$ cat src/rtl/spi_fm_pkg.sv
`timescale 1ns/1ps
package spi_fm_pkg;
  localparam int WORD_W = 32;

  localparam logic [7:0] OFS_SRST  = 8'h40;
  localparam logic [7:0] OFS_CTRL  = 8'h60;
  localparam logic [7:0] OFS_STAT  = 8'h64;
  localparam logic [7:0] OFS_TXD   = 8'h68;
  localparam logic [7:0] OFS_RXD   = 8'h6C;
  localparam logic [7:0] OFS_SSEL  = 8'h70;
  localparam logic [7:0] OFS_TXOCC = 8'h74;
  localparam logic [7:0] OFS_RXOCC = 8'h78;

  localparam logic [WORD_W-1:0] SRST_KEY   = 32'h0000_000A;
  localparam logic [WORD_W-1:0] EMPTY_MARK = 32'hDEAD_BEEF;

  localparam int CTRL_TXCLR_BIT = 5;
  localparam int CTRL_RXCLR_BIT = 6;
  localparam int CTRL_HOLD_BIT  = 8;

  // control value as stored: the two queue-clear strobes are never kept
  function automatic logic [WORD_W-1:0] ctrl_store(input logic [WORD_W-1:0] wr);
    logic [WORD_W-1:0] v;
    v = wr;
    v[CTRL_TXCLR_BIT] = 1'b0;
    v[CTRL_RXCLR_BIT] = 1'b0;
    return v;
  endfunction

  // status word from queue flags
  function automatic logic [WORD_W-1:0] status_word(input logic rx_e, input logic rx_f,
                                                    input logic tx_e, input logic tx_f);
    return {{(WORD_W-4){1'b0}}, tx_f, tx_e, rx_f, rx_e};
  endfunction

  // next entry count of a queue
  function automatic logic [15:0] next_count(input logic [15:0] cur, input logic inc,
                                             input logic dec);
    return cur + {15'd0, inc} - {15'd0, dec};
  endfunction
endpackage

$ cat src/rtl/spi_byte_fifo.sv
`timescale 1ns/1ps
module spi_byte_fifo #(
  parameter int DEPTH = 256,
  parameter int W     = 8,
  localparam int AW   = $clog2(DEPTH),
  localparam int CW   = AW + 1
) (
  input  logic          clk,
  input  logic          rst_n,
  input  logic          clr,
  input  logic          push,
  input  logic [W-1:0]  wdata,
  input  logic          pop,
  output logic [W-1:0]  rdata,
  output logic [CW-1:0] count,
  output logic          empty,
  output logic          full
);
  import spi_fm_pkg::*;

  logic [W-1:0]  mem [DEPTH];
  logic [AW-1:0] wr_ptr, rd_ptr;
  logic          do_push, do_pop;
  logic [15:0]   cnt_nxt;

  assign empty   = (count == '0);
  assign full    = (count == CW'(DEPTH));
  assign do_push = push && !full;
  assign do_pop  = pop && !empty;
  assign rdata   = mem[rd_ptr];
  assign cnt_nxt = next_count(16'(count), do_push, do_pop);

  always_ff @(posedge clk or negedge rst_n) begin
    if (!rst_n) begin
      wr_ptr <= '0;
      rd_ptr <= '0;
      count  <= '0;
    end else if (clr) begin
      wr_ptr <= '0;
      rd_ptr <= '0;
      count  <= '0;
    end else begin
      if (do_push) wr_ptr <= wr_ptr + 1'b1;
      if (do_pop)  rd_ptr <= rd_ptr + 1'b1;
      count <= cnt_nxt[CW-1:0];
    end
  end

  always_ff @(posedge clk) begin
    if (do_push && !clr) mem[wr_ptr] <= wdata;
  end
endmodule

$ cat src/rtl/spi_mode0_shifter.sv
`timescale 1ns/1ps
module spi_mode0_shifter #(
  parameter int CLK_DIV = 4,
  localparam int HALF   = CLK_DIV / 2,
  localparam int DW     = (HALF > 1) ? $clog2(HALF) : 1
) (
  input  logic       clk,
  input  logic       rst_n,
  input  logic       abort,
  input  logic       start,
  input  logic [7:0] tx_byte,
  input  logic       miso,
  output logic       busy,
  output logic       sclk,
  output logic       mosi,
  output logic       done,
  output logic [7:0] rx_byte
);
  logic [7:0]    tx_sh, rx_sh;
  logic [2:0]    bit_cnt;
  logic [DW-1:0] div_cnt;
  logic          half_tick;

  assign half_tick = (div_cnt == DW'(HALF - 1));
  assign mosi      = tx_sh[7];
  assign rx_byte   = rx_sh;

  always_ff @(posedge clk or negedge rst_n) begin
    if (!rst_n) begin
      busy    <= 1'b0;
      sclk    <= 1'b0;
      done    <= 1'b0;
      tx_sh   <= '0;
      rx_sh   <= '0;
      bit_cnt <= '0;
      div_cnt <= '0;
    end else if (abort) begin
      busy    <= 1'b0;
      sclk    <= 1'b0;
      done    <= 1'b0;
      bit_cnt <= '0;
      div_cnt <= '0;
    end else begin
      done <= 1'b0;
      if (start && !busy) begin
        busy    <= 1'b1;
        tx_sh   <= tx_byte;
        bit_cnt <= '0;
        div_cnt <= '0;
        sclk    <= 1'b0;
      end else if (busy) begin
        if (half_tick) begin
          div_cnt <= '0;
          if (!sclk) begin
            sclk  <= 1'b1;
            rx_sh <= {rx_sh[6:0], miso};
          end else begin
            sclk <= 1'b0;
            if (bit_cnt == 3'd7) begin
              busy <= 1'b0;
              done <= 1'b1;
            end else begin
              bit_cnt <= bit_cnt + 3'd1;
              tx_sh   <= {tx_sh[6:0], 1'b0};
            end
          end
        end else begin
          div_cnt <= div_cnt + 1'b1;
        end
      end
    end
  end
endmodule

$ cat src/rtl/spi_fifo_master.sv
`timescale 1ns/1ps
module spi_fifo_master
  import spi_fm_pkg::*;
#(
  parameter int FIFO_DEPTH = 256,
  parameter int NUM_SEL    = 1,
  parameter int CLK_DIV    = 4,
  parameter int ADDR_W     = 8,
  localparam int CNT_W     = $clog2(FIFO_DEPTH) + 1
) (
  input  logic              clk,
  input  logic              rst_n,
  input  logic              bus_valid,
  input  logic              bus_write,
  input  logic [ADDR_W-1:0] bus_addr,
  input  logic [WORD_W-1:0] bus_wdata,
  output logic              bus_rvalid,
  output logic [WORD_W-1:0] bus_rdata,
  output logic              sclk,
  output logic              mosi,
  input  logic              miso,
  output logic [NUM_SEL-1:0] cs_n,
  output logic              ev_rx_overrun,
  output logic              ev_tx_drained
);
  // register decode
  logic wr_req, rd_req;
  logic soft_rst, ctrl_wr, txd_wr, ssel_wr, rxd_rd;
  assign wr_req   = bus_valid && bus_write;
  assign rd_req   = bus_valid && !bus_write;
  assign soft_rst = wr_req && (bus_addr == ADDR_W'(OFS_SRST)) && (bus_wdata == SRST_KEY);
  assign ctrl_wr  = wr_req && (bus_addr == ADDR_W'(OFS_CTRL));
  assign txd_wr   = wr_req && (bus_addr == ADDR_W'(OFS_TXD));
  assign ssel_wr  = wr_req && (bus_addr == ADDR_W'(OFS_SSEL));
  assign rxd_rd   = rd_req && (bus_addr == ADDR_W'(OFS_RXD));

  // control and slave-select state
  logic [WORD_W-1:0]  ctrl_q;
  logic [NUM_SEL-1:0] ssel_q;
  logic               inhibit;
  assign inhibit = ctrl_q[CTRL_HOLD_BIT];
  assign cs_n    = ssel_q;

  always_ff @(posedge clk or negedge rst_n) begin
    if (!rst_n) begin
      ctrl_q <= '0;
      ssel_q <= '1;
    end else if (soft_rst) begin
      ctrl_q <= '0;
      ssel_q <= '1;
    end else begin
      if (ctrl_wr) ctrl_q <= ctrl_store(bus_wdata);
      if (ssel_wr) ssel_q <= bus_wdata[NUM_SEL-1:0];
    end
  end

  // queues
  logic             tx_clr, rx_clr;
  logic [7:0]       tx_head, rx_head;
  logic [CNT_W-1:0] tx_count, rx_count;
  logic             tx_empty, tx_full, rx_empty, rx_full;
  logic             sh_busy, sh_done, sh_start;
  logic [7:0]       sh_rx_byte;

  assign tx_clr = soft_rst || (ctrl_wr && bus_wdata[CTRL_TXCLR_BIT]);
  assign rx_clr = soft_rst || (ctrl_wr && bus_wdata[CTRL_RXCLR_BIT]);

  spi_byte_fifo #(.DEPTH(FIFO_DEPTH), .W(8)) tx_q (
    .clk(clk), .rst_n(rst_n), .clr(tx_clr),
    .push(txd_wr), .wdata(bus_wdata[7:0]),
    .pop(sh_start), .rdata(tx_head),
    .count(tx_count), .empty(tx_empty), .full(tx_full)
  );

  spi_byte_fifo #(.DEPTH(FIFO_DEPTH), .W(8)) rx_q (
    .clk(clk), .rst_n(rst_n), .clr(rx_clr),
    .push(sh_done), .wdata(sh_rx_byte),
    .pop(rxd_rd), .rdata(rx_head),
    .count(rx_count), .empty(rx_empty), .full(rx_full)
  );

  // shift engine
  assign sh_start = !sh_busy && !inhibit && !tx_empty && !tx_clr;

  spi_mode0_shifter #(.CLK_DIV(CLK_DIV)) shifter (
    .clk(clk), .rst_n(rst_n), .abort(soft_rst),
    .start(sh_start), .tx_byte(tx_head), .miso(miso),
    .busy(sh_busy), .sclk(sclk), .mosi(mosi),
    .done(sh_done), .rx_byte(sh_rx_byte)
  );

  assign ev_rx_overrun = sh_done && rx_full;
  assign ev_tx_drained = sh_done && tx_empty;

  // read path
  logic [WORD_W-1:0] rd_word;
  always_comb begin
    rd_word = '0;
    if (bus_addr == ADDR_W'(OFS_CTRL))       rd_word = ctrl_q;
    else if (bus_addr == ADDR_W'(OFS_STAT))  rd_word = status_word(rx_empty, rx_full, tx_empty, tx_full);
    else if (bus_addr == ADDR_W'(OFS_RXD))   rd_word = rx_empty ? EMPTY_MARK : {24'd0, rx_head};
    else if (bus_addr == ADDR_W'(OFS_SSEL))  rd_word = WORD_W'(ssel_q);
    else if (bus_addr == ADDR_W'(OFS_TXOCC)) rd_word = WORD_W'(tx_count);
    else if (bus_addr == ADDR_W'(OFS_RXOCC)) rd_word = WORD_W'(rx_count);
  end

  always_ff @(posedge clk or negedge rst_n) begin
    if (!rst_n) begin
      bus_rvalid <= 1'b0;
      bus_rdata  <= '0;
    end else begin
      bus_rvalid <= rd_req;
      if (rd_req) bus_rdata <= rd_word;
    end
  end
endmodule

$ cat config.mk
export PLATFORM = sky130hd
export DESIGN_NAME = spi_fifo_master
export DESIGN_NICKNAME = d
export VERILOG_FILES = /design/src/rtl/spi_fm_pkg.sv /design/src/rtl/spi_byte_fifo.sv /design/src/rtl/spi_mode0_shifter.sv /design/src/rtl/spi_fifo_master.sv
export SDC_FILE = /design/constraint.sdc
export NUM_CORES = 2
export LEC_CHECK = 0
export BUFFER_PORTS_ARGS = -buffer_cell sky130_fd_sc_hd__buf_4
export CORE_MARGIN = 8
export CORE_UTILIZATION = 32
export DETAILED_ROUTE_END_ITERATION = 10
export GPL_ROUTABILITY_DRIVEN = 1
export PLACE_DENSITY = 0.44
export SYNTH_ARGS = -nofsm -noshare
export SYNTH_HDL_FRONTEND = slang
export SYNTH_SLANG_ARGS = --single-unit
$ cat constraint.sdc
create_clock -name clk -period 4.3 [get_ports clk]
set_clock_uncertainty 0.2 [all_clocks]
set_input_delay 0.645 -clock clk [delete_from_list [all_inputs] [get_ports clk]]
set_output_delay 0.645 -clock clk [all_outputs]
set_load 0.02 [all_outputs]
Word-level counts from Yosys, hierarchy flattened --
Memory sizes are Yosys's and may differ from the RTL's. Cells that the tools add are included.
Operators by class: mux-type cells 57, equality and inequality tests 14, reductions and logical operators 51, bitwise gates (word level) 3, $add $sub $neg 10
Operators by type and width (count):
- two-way mux 32 bit | 6
- two-way mux 8 bit | 13
- equality test 8 x 7 -> 1 bit (second input constant) | 8
- two-way mux 9 bit | 5
- adder 8 x 1 -> 8 bit (second input constant) | 4
- equality test 32 x 4 -> 1 bit (second input constant) | 1
- two-way mux 1 bit | 27
- logical AND 1 bit | 22
- adder 9 x 1 -> 9 bit | 2
- equality test 9 bit (second input constant) | 2
- zero test 9 bit | 2
- two-way mux 3 bit | 6
- nonzero test 2 bit | 9
- subtractor 9 x 1 -> 9 bit | 2
- AND reduction 5 bit | 2
- zero test 1 bit | 9
- nonzero test 3 bit | 3
- AND reduction 4 bit | 1
- adder 3 x 1 -> 3 bit (second input constant) | 1
- equality test 3 bit (second input constant) | 1
- inequality test 3 x 2 -> 1 bit (second input constant) | 1
- NOT 1 bit | 3
- logical OR 1 bit | 2
- inequality test 2 x 1 -> 1 bit (second input constant) | 1
- 2 further kinds | 2
Word-level totals: bits in writable memories 4096, flip-flop bits (word level) 139, bits of input ports 45, logic and storage cells 154, memories kept 2
Memory list:
- rx_q.mem | words 256, width 8, read ports 1, clocked after Yosys merged registers in 0, write ports 1, RTL line spi_byte_fifo.sv:21 | logic [W-1:0] mem [DEPTH];
- tx_q.mem | words 256, width 8, read ports 1, clocked after Yosys merged registers in 0, write ports 1, RTL line spi_byte_fifo.sv:21

Depth between registers and ports, before layout --
depth in word-level cells 9, gate-level depth with buffers 19, depth with buffers taken out 18

Hierarchy --
From an unflattened synthesis, not the netlist that was laid out.
Unflattened totals: cells, all modules 8244, area total of the unflattened synthesis 166254.5 µm²
Modules (own cells, without submodules):
- spi_byte_fifo | cells an instance 3908, seq. area each 62124.6 µm², times used 2, area an instance 80986.4 µm²
- spi_fifo_master | cells an instance 336, seq. area each 1602.8 µm², times used 1, area an instance 3208.1 µm²
- spi_mode0_shifter | cells an instance 92, seq. area each 575.6 µm², times used 1, area an instance 1073.5 µm²

Least setup slack after synthesis --
No wires, ideal clock.
path type input-to-reg, start in bus_addr[1], end reg tx_q.count[8], library setup time 0.132 ns, path buffers 1, stages on the path 17, arrival time 4.233 ns, path slack -0.265 ns, cell sequence or4_4 -> or2_4 -> or4_4 -> nand3_2 -> buf_4 -> clkinv_1 -> ha_1 -> inv_1 -> ha_1 -> fa_1 -> a21oi_1 -> o21bai_1 -> a21oi_1 -> o21bai_1 -> a31o_2 -> xnor2_1 -> nor2_1
On the way: cells in the longest elaborated chain, start to end 9
RTL lines:
- start: declaration | RTL line spi_fifo_master.sv:15 | input logic [ADDR_W-1:0] bus_addr,
- branches (longest 8 deep; another with adder 9 x 1 -> 9 bit)
- two-way mux 9 bit * | RTL line spi_byte_fifo.sv:38 | end else if (clr) begin
- end signal: assignment | RTL line spi_byte_fifo.sv:45 | count <= cnt_nxt[CW-1:0];
- end: declaration | RTL line spi_byte_fifo.sv:15 | output logic [CW-1:0] count,
Mark *: on every way between the ends. A chain may end at the register's enable or synchronous reset.

Worst setup path after layout --
start in bus_wdata[8], end reg tx_q.count[8]
On the way: cells in the longest elaborated chain, start to end 8
RTL lines:
- start: declaration | RTL line spi_fifo_master.sv:16 | input logic [WORD_W-1:0] bus_wdata,
- equality test 32 x 4 -> 1 bit * | RTL line spi_fifo_master.sv:31 | assign soft_rst = wr_req && (bus_addr == ADDR_W'(OFS_SRST)) && (bus_wdata == SRST_KEY);
- logical AND 1 bit * | RTL line spi_fifo_master.sv:31
- logical OR 1 bit * | RTL line spi_fifo_master.sv:65 | assign tx_clr = soft_rst || (ctrl_wr && bus_wdata[CTRL_TXCLR_BIT]);
- zero test 1 bit | RTL line spi_fifo_master.sv:83 | assign sh_start = !sh_busy && !inhibit && !tx_empty && !tx_clr;
- logical AND 1 bit | RTL line spi_fifo_master.sv:83
- logical AND 1 bit | RTL line spi_byte_fifo.sv:29 | assign do_pop = pop && !empty;
- subtractor 9 x 1 -> 9 bit | RTL line spi_fm_pkg.sv:39 | return cur + {15'd0, inc} - {15'd0, dec};
- two-way mux 9 bit * | RTL line spi_byte_fifo.sv:38
Mark *: on every way between the ends. The rest lies on a longest branch, timed or not.

==> results.toml <==
[run_status]
status = "finished clean"

[drt]
drt_iter0_drc = 8713
avgRoutedWirePerCell_microns = 31.6
postRouteAntennaNets = 0
drcViolationCount = 0
vias = 85900
routed_wl_microns = 520000
avgViaCountPerCell = 5.22
firstDrtPassIters = 5

[floorplan]
io-pin-count = 83
die_x_microns = 735
initial_utilization = 0.321
core_sq_um = 516000
dieArea_sq_um = 541000
num_rows = 264
dieHeight_microns = 735

[cts]
clk_pin_slew_worst_paths_ps = 60
cts.sinks = 4233
cts_root_buf = "clkbuf_16"
numCtsBuffers = 452
htreeDepth = 5
clock_path_buffers = 4
cts_tree = "built"
clk_latency_ps = 1030

[sta]
max_slew_margin = 0.0600
rsz0062_at_grt = "yes"
worst_pin_slew_ps = 1410
final-hold-violation-count = 0
period_needed_ps = 4250
drv_slew = 0
setup-tns-final_ps = 0
fmax_mhz = 235
fin_crit_sh = 0.988
setup_violations = 0
finalWorstSetupSlack_ps = 49.5

[cells_and_area]
nets = 9205
drive_gt1_frac = 0.311
multiInputGateArea_sq_um = 36800
final_common_cell = "edfxtp_1"
finish.instance_area_sq_um = 198000
fin_cells = 16400
layout.area.seq_sq_um = 126000
fillers = 46700
layout_common_cells = "edfxtp_1 (4,096), mux4_2 (1,009), buf_4 (995), nor2_1 (663), clkbuf_16 (457)"
area_growth_pct = 19.4

[synthesis]
ys_top_cells_by_area = "edfxtp_1 (74%), mux4_2 (14%), dfrtp_1 (2.1%)"
synthArstFlopShare = 0.0324
synth_enable_flop_cells = 4096
synthFlopType = "edfxtp_1"
synth_nets = 8071
synth_cells = 7988
syn_avg_cell_area_sq_um = 20.7
yosys_warnings = 0
synth_area_leader_cell = "edfxtp_1"
yosysSeqAreaShare = 0.763
post_synth_num_cell_types = 80
synth.cell_area_sq_um = 166000
ys_ff_latch = 4233
synth_top_area_frac = 0.743

[setup_path]
path_class = "input port to flop"
cp-end-kind = "flop"
critical_path_required_ps = 4960
worstPathArrival_ps = 4910
crit_fanout = 6
setup.worst_path.start_class = "input port"

[placement]
io_buffers = 82
preCtsSetupSlack_ps = -590
place_hpwl_microns = 337000
gp_congestion = 0.840
placed_area_sq_um = 182000
dpl.cell_count = 15500

[global_routing]
grt-ovfl-total = 0
grt_pass1_vias = 88100
grt_max_degree = 202
grt_pass1_wl_microns = 724000
antenna_found_initial = 57
track_usage = 0.187

[hold_path]
hold_path_class = "input port to asynchronous set/reset pin"

[power_and_ir_drop]
p_total_mw = 109
powerDensity_nw_per_um2 = 550
ir_drop_v = 0.000942
p_leak_nw = 62.7

[run]
maxCapViolCount = 0
[final timing paths]
| check | from | to | slack (ps) | cells past startpoint |
|---|---|---|---|---|
| setup / recovery | bus_wdata[8] | tx_q.count[8]$_DFF_PN0_ | 50 | 18 |
| hold / removal | rst_n | tx_q.count[4]$_DFF_PN0_ | 90 | 2 |
| setup reg to reg | rx_q.rd_ptr[0]$_DFFE_PN0P_ | bus_rdata[7]$_DFFE_PN0P_ | 150 | 11 |
| hold reg to reg | bus_rdata[14]$_DFFE_PN0P_ | bus_rdata[14]$_DFFE_PN0P_ | 270 | 2 |
| max in group asynchronous | rst_n | rx_q.rd_ptr[1]$_DFFE_PN0P_ | 2700 | 3 |
| min in group clk | bus_wdata[11] | ctrl_q[14]$_DFFE_PN0P_ | 130 | 6 |
[cells by family after synthesis]
| family | after synthesis | share of synthesized area |
|---|---|---|
| flip-flops | 4233 | 0.763 |
| XOR/XNOR | 40 | 0.00212 |
| adder cells (fa/ha/maj) | 38 | 0.00296 |
| buffers and inverters | 512 | 0.0159 |
| multiplexers | 1337 | 0.157 |
| AND/OR/NAND/NOR | 1198 | 0.0319 |
| AO/OA/AOI/OAI | 630 | 0.0263 |
[cells in the mapped netlist, types with 10 or more instances]
| cell | count |
|---|---|
| and2_1 | 10 |
| mux2_2 | 44 |
| buf_2 | 97 |
| xnor2_1 | 24 |
| o22ai_1 | 51 |
| buf_1 | 35 |
| buf_4 | 83 |
| ha_1 | 36 |
| nand3_1 | 84 |
| inv_1 | 41 |
| a211oi_1 | 19 |
| o21ai_0 | 70 |
| a22oi_1 | 140 |
| or3_1 | 13 |
| a31oi_1 | 23 |
| mux2i_1 | 284 |
| dfrtp_1 | 136 |
| clkbuf_1 | 222 |
| nor4_1 | 20 |
| nand4_1 | 32 |
| or4_1 | 14 |
| and3_1 | 17 |
| nand2_1 | 207 |
| a22o_1 | 20 |
| xor2_1 | 16 |
| a221oi_1 | 52 |
| nor2b_1 | 41 |
| nand2b_1 | 22 |
| a21oi_1 | 132 |
| nor3_1 | 28 |
| mux4_2 | 1009 |
| o221ai_1 | 43 |
| edfxtp_1 | 4096 |
| buf_6 | 23 |
| nor2_1 | 668 |
[sequential cells by signal (all words and copies together), names as in the netlist]
register         cells
shifter.sclk         1
tx_q.mem          2048
bus_rdata           32
tx_q.wr_ptr          8
rx_q.wr_ptr          8
tx_q.count           9
bus_rvalid           1
tx_q.rd_ptr          8
shifter.div_cnt      1
shifter.busy         1
rx_q.mem          2048
cs_n                 1
shifter.bit_cnt      3
shifter.done         1
rx_q.rd_ptr          8
rx_q.count           9
shifter.tx_sh        8
shifter.rx_byte      8
ctrl_q              30
[critical path, cell delays in order]
cell and delay [ps]:
dlygate4sd3_1 550, buf_6 180, nor4_2 290, nand4_1 520, or4_4 650, nand3_4 100, clkinv_4 50, ha_1 270
inv_1 50, ha_2 180, fa_2 370, a21oi_2 150, o21bai_1 90, a21oi_1 170, o21bai_1 110, a31o_2 260
xnor2_1 140, nor2_1 50
[metrics by stage]
stage          hold slack [ps]   util
3_3_place_gp               258  0.352
3_5_place_dp               261  0.352
4_1_cts                   17.3  0.383
5_1_grt                   96.5  0.383
2_1_floorplan              149      -
6_report                  87.7  0.383
[layout make-up]
cell class,instances,area share
antenna,13,0.000165
clock buffer,545,0.0601
clock inverter,298,0.0175
inverter,43,0.000880
multi-input combinational,3243,0.186
sequential,4233,0.640
tap,6916,0.0438
timing repair buffer,1149,0.0515
[what timing repair did]
| action | 4_1_cts | 5_1_grt |
|---|---|---|
| gates cloned | 0 | 1 |
| buffers inserted | 0 | 1 |
| endpoints found under the setup margin | 2 | 4 |
| hold buffers | 31 | 2 |
| gates resized for setup | 6 | 13 |
| endpoints found under the hold margin | 204 | 6 |
| pin swaps | 0 | 9 |
[power breakdown]
part | internal (mW) | switching (mW) | leakage (nW)
Clock | 23.5 | 16.8 | 7.45
Combinational | 7.50 | 11.5 | 16.7
Sequential | 48.5 | 1.03 | 38.6
[metal layers]
| layer | wire [microns] | GRT usage |
|---|---|---|
| met1 | 230000 | 0.267 |
| met2 | 243000 | 0.298 |
| met3 | 33400 | 0.0325 |
| met4 | 13800 | 0.0462 |
| met5 | 89 | 0 |
(Power assumes the default switching activity.)
